$ cat src/rtl/cyc_pkg.sv
package cyc_pkg;

  // Decoded kind of bus access presented in a cycle.
  typedef enum logic [1:0] {
    ACC_IDLE    = 2'd0,
    ACC_RD_HIT  = 2'd1,
    ACC_RD_MISS = 2'd2,
    ACC_WR_HIT  = 2'd3
  } acc_e;

  localparam int unsigned DEF_ADDR_W  = 24;
  localparam int unsigned DEF_DATA_W  = 32;
  localparam int unsigned DEF_COUNT_W = 32;

endpackage

$ cat src/rtl/cyc_addr_decode.sv
module cyc_addr_decode
  import cyc_pkg::*;
#(
  parameter int unsigned ADDR_W = DEF_ADDR_W,
  parameter logic [ADDR_W-1:0] REG_ADDR = 24'hDE0008
) (
  input  logic [ADDR_W-1:0] addr,
  input  logic              rd,
  input  logic              wr,
  output acc_e              acc
);

  logic hit;

  always_comb begin
    hit = (addr == REG_ADDR);
    // Read has priority over write when both strobes are high.
    if (rd) begin
      acc = hit ? ACC_RD_HIT : ACC_RD_MISS;
    end else if (wr && hit) begin
      acc = ACC_WR_HIT;
    end else begin
      acc = ACC_IDLE;
    end
  end

endmodule

$ cat src/rtl/cyc_count_core.sv
module cyc_count_core #(
  parameter int unsigned COUNT_W = 32
) (
  input  logic               clk,
  input  logic               rst,
  input  logic               restart,
  output logic [COUNT_W-1:0] count_q
);

  localparam logic [COUNT_W-1:0] ONE = {{(COUNT_W-1){1'b0}}, 1'b1};

  // A restart loads 1 so the read cycle itself is counted.
  always_ff @(posedge clk) begin
    if (rst) begin
      count_q <= '0;
    end else if (restart) begin
      count_q <= ONE;
    end else begin
      count_q <= count_q + ONE;
    end
  end

endmodule

$ cat src/rtl/cyc_rdata_reg.sv
module cyc_rdata_reg
  import cyc_pkg::*;
#(
  parameter int unsigned DATA_W  = DEF_DATA_W,
  parameter int unsigned COUNT_W = DEF_COUNT_W
) (
  input  logic               clk,
  input  logic               rst,
  input  acc_e               acc,
  input  logic [COUNT_W-1:0] count,
  output logic [DATA_W-1:0]  rdata
);

  logic [DATA_W-1:0] count_ext;

  generate
    if (COUNT_W == DATA_W) begin : g_full
      assign count_ext = count;
    end else begin : g_pad
      assign count_ext = {{(DATA_W-COUNT_W){1'b0}}, count};
    end
  endgenerate

  always_ff @(posedge clk) begin
    if (rst) begin
      rdata <= '0;
    end else if (acc == ACC_RD_HIT) begin
      rdata <= count_ext;
    end else begin
      rdata <= '0;
    end
  end

endmodule

$ cat src/rtl/cyc_snap_counter.sv
module cyc_snap_counter
  import cyc_pkg::*;
#(
  parameter int unsigned ADDR_W  = DEF_ADDR_W,
  parameter int unsigned DATA_W  = DEF_DATA_W,
  parameter int unsigned COUNT_W = DEF_COUNT_W,
  parameter logic [ADDR_W-1:0] REG_ADDR = 24'hDE0008
) (
  input  logic              clk,
  input  logic              rst,
  input  logic [ADDR_W-1:0] bus_addr,
  input  logic              bus_rd,
  input  logic              bus_wr,
  input  logic [DATA_W-1:0] bus_wdata,
  output logic [DATA_W-1:0] bus_rdata
);

  acc_e               acc;
  logic               restart;
  logic [COUNT_W-1:0] count_q;

  cyc_addr_decode #(
    .ADDR_W  (ADDR_W),
    .REG_ADDR(REG_ADDR)
  ) u_dec (
    .addr(bus_addr),
    .rd  (bus_rd),
    .wr  (bus_wr),
    .acc (acc)
  );

  assign restart = (acc == ACC_RD_HIT);

  cyc_count_core #(
    .COUNT_W(COUNT_W)
  ) u_core (
    .clk    (clk),
    .rst    (rst),
    .restart(restart),
    .count_q(count_q)
  );

  cyc_rdata_reg #(
    .DATA_W (DATA_W),
    .COUNT_W(COUNT_W)
  ) u_rdata (
    .clk  (clk),
    .rst  (rst),
    .acc  (acc),
    .count(count_q),
    .rdata(bus_rdata)
  );

  // Write data is accepted by the port but the register is read-only.
  logic unused_wr_sink;
  assign unused_wr_sink = ^{bus_wdata, 1'b0};

endmodule

$ cat config.mk
export PLATFORM = sky130hd
export DESIGN_NAME = cyc_snap_counter
export DESIGN_NICKNAME = d
export VERILOG_FILES = /design/src/rtl/cyc_pkg.sv /design/src/rtl/cyc_addr_decode.sv /design/src/rtl/cyc_count_core.sv /design/src/rtl/cyc_rdata_reg.sv /design/src/rtl/cyc_snap_counter.sv
export SDC_FILE = /design/constraint.sdc
export NUM_CORES = 1
export LEC_CHECK = 0
export BUFFER_PORTS_ARGS = -buffer_cell sky130_fd_sc_hd__buf_2
export CORE_MARGIN = 4
export CORE_UTILIZATION = 44
export DETAILED_ROUTE_END_ITERATION = 10
export PLACE_DENSITY = 0.75
export SLEW_MARGIN = 0
export SYNTH_ARGS = -nofsm -noshare
export SYNTH_HDL_FRONTEND = slang
export SYNTH_SLANG_ARGS = --single-unit
export TNS_END_PERCENT = 10
$ cat constraint.sdc
create_clock -name clk -period 1.7 [get_ports clk]
set_input_delay 0.085 -clock clk [delete_from_list [all_inputs] [get_ports clk]]
set_output_delay 0.085 -clock clk [all_outputs]
set_load 0.05 [all_outputs]
# After elaboration in Yosys (flattened, before gate mapping)
# Index checks and enable logic that the tools add are counted.
# Widths: inputs -> output; s select.
# classes
n_addsub,1
n_mux,4
bitwise,1
n_eq_ne,2
reduce_logical,3
# ops
cell,n
$add 32x1->32 const B,1
$eq 24x24->1 const B,1
$mux 2,3
$reduce_or 2->1,2
$eq 2x1->1 const B,1
$logic_and 1x1->1,1
$mux 1,1
$not 1->1,1
# totals
output_inout_bits,32
input_bits,60
reg_bits,64
elab_cells,14

# Logic depth before layout (Yosys ltp)
# Gate-level depths: netlist of run 1.
# logic_depth
depth_word,7
depth_mapped,6
ltp_nobuf,5

# Cells and area by module
# A second synthesis of run 1 with hierarchy kept.
# unflattened
hier_cells,256
area_unflattened_um2,2902.8
# by_module_without_submodules
mod,cells_per_inst,area_per_inst_um2,seq_area_each_um2,n_inst
cyc_count_core,169,1535.2,640.6,1
cyc_rdata_reg,73,1251.2,640.6,1
cyc_addr_decode,13,102.6,0.0,1
cyc_snap_counter,1,13.8,0.0,1

# Least setup slack after synthesis of run 1
# OpenSTA, ideal clock, no wires.
# synth_timing
path_kind,reg2reg
from,register u_core.count_q[0]
to,register u_core.count_q[24]
required_time_ns,1.629
arrival_time_ns,1.775
setup_ns,0.071
path_stages_with_launch,7
n_path_buf,1
path_slack_ns,-0.146
cell_sequence,dfxtp_1 ha_1 nand3_1 or3_4 buf_6 or4_1 a21oi_1
# synth_via
elab_chain_len,1
# synth_rtl
item,line_no,text
start: declaration,cyc_count_core.sv:7,output logic [COUNT_W-1:0] count_q
start signal: assignment,cyc_count_core.sv:19,count_q <= count_q + ONE;
$add 32x1->32,cyc_count_core.sv:19,
# No other way between the ends.
# A chain may end at the register's enable or synchronous reset.

# Worst setup path after layout of run 1
# layout_timing
from,register u_core.count_q[1]
to,register u_core.count_q[21]
# Same word-level chain as after synthesis.

==> results of run 1 <==
[cells in the final DEF, fill, tap and decap left out, drive strengths merged]
cell type    Yosys  final
o21ba            1      1
xnor2            6      6
nand2           12     12
inv              4      4
a21oi           17     17
nor3             6      6
and2            30     30
and3             2      2
o21ai            6      6
nand4           12     12
and4b            1      1
o31a             1      1
nor4bb           2      2
o31ai            9      9
nor2            15     15
or3              8     10
dlygate4sd3      0      1
clkbuf          11     15
ha               1      1
and4             7      7
or4              9      9
xor2             7      7
nor4             7      7
o21bai           1      1
or2              1      1
nand3           15     15
nor4b            1      1
dfxtp           64     64
buf              2    102
nand4b           1      1
[cell type report]
class,instances,area (um2)
Fill cell,446,2020
Sequential cell,64,1290
Inverter,4,15.0
Clock buffer,15,176
Timing Repair Buffer,103,654
Multi-Input combinational cell,180,1220
Tap cell,72,90.1
[path summary, 6_finish.rpt]
check / startpoint / end / slack, ns / cells past startpoint
setup / recovery: u_core.count_q[1] / u_core.count_q[21] / -0.08 / 5
hold / removal: bus_addr[8] / u_rdata.rdata[11] / 0.25 / 5
setup reg to reg: u_core.count_q[1] / u_core.count_q[21] / -0.08 / 5
hold reg to reg: u_core.count_q[29] / u_rdata.rdata[29] / 0.48 / 2
[power by group]
part / switching [mW] / total [mW] / internal (mW)
Combinational: 0.0394 / 0.0931 / 0.0538
Sequential: 0.00801 / 1.51 / 1.51
Clock: 0.528 / 1.17 / 0.643
Total: 0.575 / 2.78 / 2.20
[Yosys cell counts, types with 2 or more instances]
library cell / number / area (um2)
o31ai_1: 9 / 67.6
nor4bb_1: 2 / 20.0
nand2_1: 12 / 45.0
and4_1: 7 / 61.3
a21oi_1: 17 / 85.1
nand3_1: 15 / 75.1
xnor2_1: 6 / 52.6
and2_1: 30 / 188
and3_1: 2 / 12.5
nand4_1: 11 / 68.8
o21ai_0: 6 / 30.0
nor4_1: 7 / 43.8
or3_1: 7 / 43.8
inv_1: 4 / 15.0
dfxtp_1: 64 / 1280
clkbuf_1: 11 / 41.3
nor3_1: 6 / 30.0
xor2_1: 7 / 61.3
nor2_1: 15 / 56.3
or4_1: 9 / 67.6
[registers in the layout, indices dropped and copies added (netlist names)]
| name | cells |
|---|---|
| u_core.count_q | 32 |
| u_rdata.rdata | 32 |
[worst reg2reg max path: cells and delay by family (launching register included)]
family                 cells  cell delay [ns]
AO/OA/AOI/OAI              1             0.12
flip-flops                 1             0.37
AND/OR/NAND/NOR            3             1.12
buffers and inverters      1             0.11
[cell families (layout without fill, tap and decap cells)]
group / count (synthesis) / count (layout)
AND/OR/NAND/NOR: 129 / 131
flip-flops: 64 / 64
XOR/XNOR: 13 / 13
AO/OA/AOI/OAI: 35 / 35
buffers and inverters: 17 / 122
adder cells (fa/ha/maj): 1 / 1
[routing by layer]
layer,GRT usage [%],vias up,share of wire (%)
met5,0,-,0
met4,10.3,0,3.2
met3,4.17,20,5.6
met2,27.6,75,48
met1,20.8,1066,43
li1,-,1142,-
[stage by stage]
stage	utilization, %	worst slack [ns]	instances	instance area [um2]
final	63.1	-0.0838	438	3450
after global routing	63.1	-0.135	438	3450
after CTS	61.3	-0.0116	435	3350
after detailed placement	57.6	-0.0687	418	3150
after global placement	57.6	-0.0329	418	3150
after floorplan	-	0.00667	259	2490
[repair_timing]
item                       CTS  global route
resized for setup            2            22
hold endpoints to repair     4             0
hold buffers                 1             0
pin swaps                    4             9
cloned                       0             2
setup endpoints to repair    7            10
setup buffers                1             1
==> summary.txt, run 1 <==
Tcrit/Tclk final -> 105%
diode count -> 0
DPL Wire Length -> 4.11 mm
CP endpoint kind -> flop
TritonCTS clock tree -> built
Startpoint Class -> flop
RSZ-0062 raised after global routing -> true
Synth async-reset ratio -> 0%
DRC errors left -> 0
Synth Area in Compound Gates -> 8.47%
final wirelength -> 6.04 mm
Adder-Cell Fraction of Synth Area -> 0.507%
Mean Syn Cell Area -> 9.53 um2
Worst-Skew Late Latency -> 0.34 ns
Setup TNS Final -> -0.228 ns
max-cap violation count -> 0
synthesized cell area -> 0.00247 mm2
Fin. Hold Viols -> 0
worst slew pin tran -> 0.390 ns
worst clock skew -> 0.00839 ns
vias in the first global route -> 2,098
Seq/Total Area, Yosys -> 51.9%
Min-Delay Path Class -> primary input to flop
CP max-delay cell -> or3_4
total track usage -> 17.2%
grt ovf -> 0
routability cong. -> 0.851
TritonCTS Buffers -> 9
Rows -> 27
vias -> 2,303
WS Path Type -> flop to flop
# clock sinks -> 64
Clock Root Buffer -> clkbuf_8
required time of the critical path -> 1.98 ns
Post-Synth XOR/XNOR Area -> 4.61%
setup violators final -> 5
largest net degree at the start of global routing -> 30
ys flop type -> dfxtp_1
Slew HR -> 73.7%
chip width -> 82.9 um
global-route wire length before repair -> 9.65 mm
mux cell area share after synthesis -> 0%
Routed WL per cell -> 13.8 um
core area -> 0.00547 mm2
area delta synth->final -> 39.9%
simple-gate share of the synthesized area -> 31.5%
Post-synth EDFFs -> 0
drt first pass iters -> 6
Final Net Count -> 423
P_leak -> 1.41 nW
Max Root-Sink Buffers -> 2
final worst slack -> -0.0838 ns
Yosys warning count -> 0
Mapped Nets -> 320
Initial Util -> 45.1%
vias per cell -> 5.26
Overall Power -> 2.78 mW
Fmax -> 561 MHz
initial antenna violation count -> 0
delay-heaviest family, CP -> simple AND/OR/NAND/NOR gates
# IOs -> 92
initial DRC count -> 192
post-synthesis register bit count -> 64
status -> complete, but fails checks
slowest stage delay, CP -> 0.48 ns
Peak supply drop -> 0.479 mV
failing checks -> negative setup slack
clock transition at the registers of the reported paths -> 0.07 ns
Critical Path, Cell by Cell -> buf_6 > nand4_1 > or3_4 > or4_4 > a21oi_2
H-tree depth -> 3
Pwr per Cell Area -> 805 mW/mm2
Max FO, Critical Path -> 5
CP Buf/Inv Count -> 1
ANT nets after route -> 0
largest family of logic cells by synthesized area -> simple AND/OR/NAND/NOR gates
Die Y -> 82.9 um
Die Footprint -> 0.00687 mm2
min cycle time layout -> 1.78 ns
hold slack -> 0.248 ns
layout cell share with drive strength beyond 1 -> 39.6%
number of distinct library cells after synthesis -> 32
Mapped Cells -> 259
Slew Viols, Final -> 0
I/O Buffers -> 58
WP data arrival -> 2.06 ns
(Power assumes the default switching activity.)
==> run 2, diff against run 1 <==
Settings changed: CTS_BUF_LIST from default to sky130_fd_sc_hd__clkbuf_2 sky130_fd_sc_hd__clkbuf_4 sky130_fd_sc_hd__clkbuf_8.
==> run 2 against run 1 <==
  * Clock power up 4%
  * Sequential power about the same
  * Worst hold slack worse by 0.0028 ns
  * Routed wire length up 1.6%
  * Die area unchanged
  * Non-clock buffer count unchanged
  * Combinational power about the same
  * Register-to-register slack about the same
  * Power up 1.8%
  * Flip-flop and latch count unchanged
  * Sequential share of layout area down 0.13 points
  * Clock skew up 0.00073 ns
  * The run still ends with negative setup slack left
==> summary.txt, run 2 (synthesized netlist as in run 1, its figures left out) <==
slowest stage delay, CP -> 0.48 ns
# clock sinks -> 64
Max FO, Critical Path -> 5
layout cell share with drive strength beyond 1 -> 39.9%
RSZ-0062 raised after global routing -> true
Finished Layout Cells -> 438
clock transition at the registers of the reported paths -> 0.07 ns
Startpoint Class -> flop
Initial Util -> 45.1%
Fin. Hold Viols -> 0
Fill cells -> 452
Final Util -> 63.2%
ANT nets after route -> 0
Overall Power -> 2.83 mW
initial antenna violation count -> 0
worst r2r src -> u_core.count_q[1]
failing checks -> negative setup slack
RR Endpoint -> u_core.count_q[21]
required time of the critical path -> 1.98 ns
Max Root-Sink Buffers -> 2
core area -> 0.00547 mm2
chip width -> 82.9 um
Slew HR -> 73.7%
Fmax -> 562 MHz
TritonCTS clock tree -> built
max-cap violation count -> 0
flop2flop setup slack -> -0.08 ns
placed cells -> 418
Final Net Count -> 423
global-route wire length before repair -> 9.72 mm
worst slew pin tran -> 0.391 ns
Hold Path Sink -> u_rdata.rdata[11]
Die Y -> 82.9 um
initial DRC count -> 198
Routed WL per cell -> 14.0 um
grt ovf -> 0
Die Footprint -> 0.00687 mm2
Slew Viols, Final -> 0
status -> complete, but fails checks
min cycle time layout -> 1.78 ns
# IOs -> 92
I/O Buffers -> 58
CP max-delay cell -> or3_4
drt first pass iters -> 4
P_leak -> 1.42 nW
largest net degree at the start of global routing -> 30
final wirelength -> 6.14 mm
area delta synth->final -> 40.3%
TritonCTS Buffers -> 9
setup violators final -> 5
vias in the first global route -> 2,118
Rows -> 27
Tcrit/Tclk final -> 105%
Critical Path, Cell by Cell -> buf_6 > nand4_1 > or3_4 > or4_4 > a21oi_2
total track usage -> 17.3%
Peak supply drop -> 0.476 mV
routability cong. -> 0.851
Clock Root Buffer -> clkbuf_8
post-route cell area -> 0.00346 mm2
Reg2Reg Depth -> 5
DRC errors left -> 0
most frequent cells in the layout -> buf_2 (58), dfxtp_1 (58), buf_4 (40), and2_1 (30), nor2_1 (15)
final worst slack -> -0.0782 ns
worst clock skew -> 0.00912 ns
Worst Hold Depth -> 5
Worst-Skew Late Latency -> 0.35 ns
CP endpoint kind -> flop
Min-Delay Path Class -> primary input to flop
H-tree depth -> 3
diode count -> 0
hold path startpoint -> bus_addr[8]
vias per cell -> 5.27
DPL Wire Length -> 4.11 mm
Pwr per Cell Area -> 817 mW/mm2
WS Path Type -> flop to flop
Top Registers -> u_core.count_q x32, u_rdata.rdata x32
DP Area -> 0.00315 mm2
WP data arrival -> 2.06 ns
vias -> 2,310
## run 2: cell counts in the layout (fill, tap and decap cells not counted)
Identical to the previous run, type by type.
## run 2: worst max path at each step
| stage | start | slack [ns] | end | cells after the start |
|---|---|---|---|---|
| 2_1_floorplan | u_core.count_q[1] | 0.007 | u_core.count_q[26] | 6 |
| 4_1_cts | u_core.count_q[0] | -0.01 | u_core.count_q[18] | 5 |
| 3_3_place_gp | u_core.count_q[11] | -0.03 | u_core.count_q[22] | 4 |
| 3_5_place_dp | u_core.count_q[12] | -0.07 | u_core.count_q[22] | 4 |
| 6_report | u_core.count_q[1] | -0.08 | u_core.count_q[21] | 5 |
| 5_1_grt | u_core.count_q[1] | -0.14 | u_core.count_q[21] | 5 |
## run 2: stage by stage
| stage | TNS, ns | worst slack (ns) | hold WS, ns |
|---|---|---|---|
| floorplan | 0 | 0.00667 | 0.144 |
| global placement | -0.0681 | -0.0329 | 0.329 |
| detailed placement | -0.212 | -0.0687 | 0.331 |
| CTS | -0.0132 | -0.0132 | 0.239 |
| global route | -0.619 | -0.139 | 0.286 |
| finish | -0.215 | -0.0782 | 0.245 |
## run 2: per-layer routing
metal	track usage (%)	vias to the layer above	wire length [um]
li1	-	1141	-
met1	20.8	1081	2680
met2	28.0	70	2940
met3	4.17	18	327
met4	10.3	0	183
met5	0	-	0
## run 2: cell type report
| type | count | area [um2] | share of cell area [%] |
|---|---|---|---|
| Timing Repair Buffer | 103 | 654 | 18.9 |
| Inverter | 4 | 15.0 | 0.434 |
| Clock buffer | 15 | 188 | 5.42 |
| Multi-Input combinational cell | 180 | 1220 | 35.3 |
| Sequential cell | 64 | 1290 | 37.3 |
| Tap cell | 72 | 90.1 | 2.60 |
## run 2: what timing repair did
action                                 CTS  global route
pin swaps                                4             8
gates resized for setup                  2            20
cloned                                   0             2
setup endpoints to repair                7            10
endpoints found under the hold margin    4             0
hold buffers                             1             0
buffers inserted                         1             1
## run 2: power breakdown
part	total (mW)	internal, mW	switching (mW)
registers	1.51	1.51	0.00806
clock network	1.22	0.691	0.530
logic	0.0931	0.0537	0.0394
## run 2: worst max-delay path: cells and delay by family (launching register included)
| kind | cells | cell delay [ns] |
|---|---|---|
| simple gates | 3 | 1.12 |
| flops | 1 | 0.37 |
| compound gates | 1 | 0.12 |
| buf+inv | 1 | 0.11 |
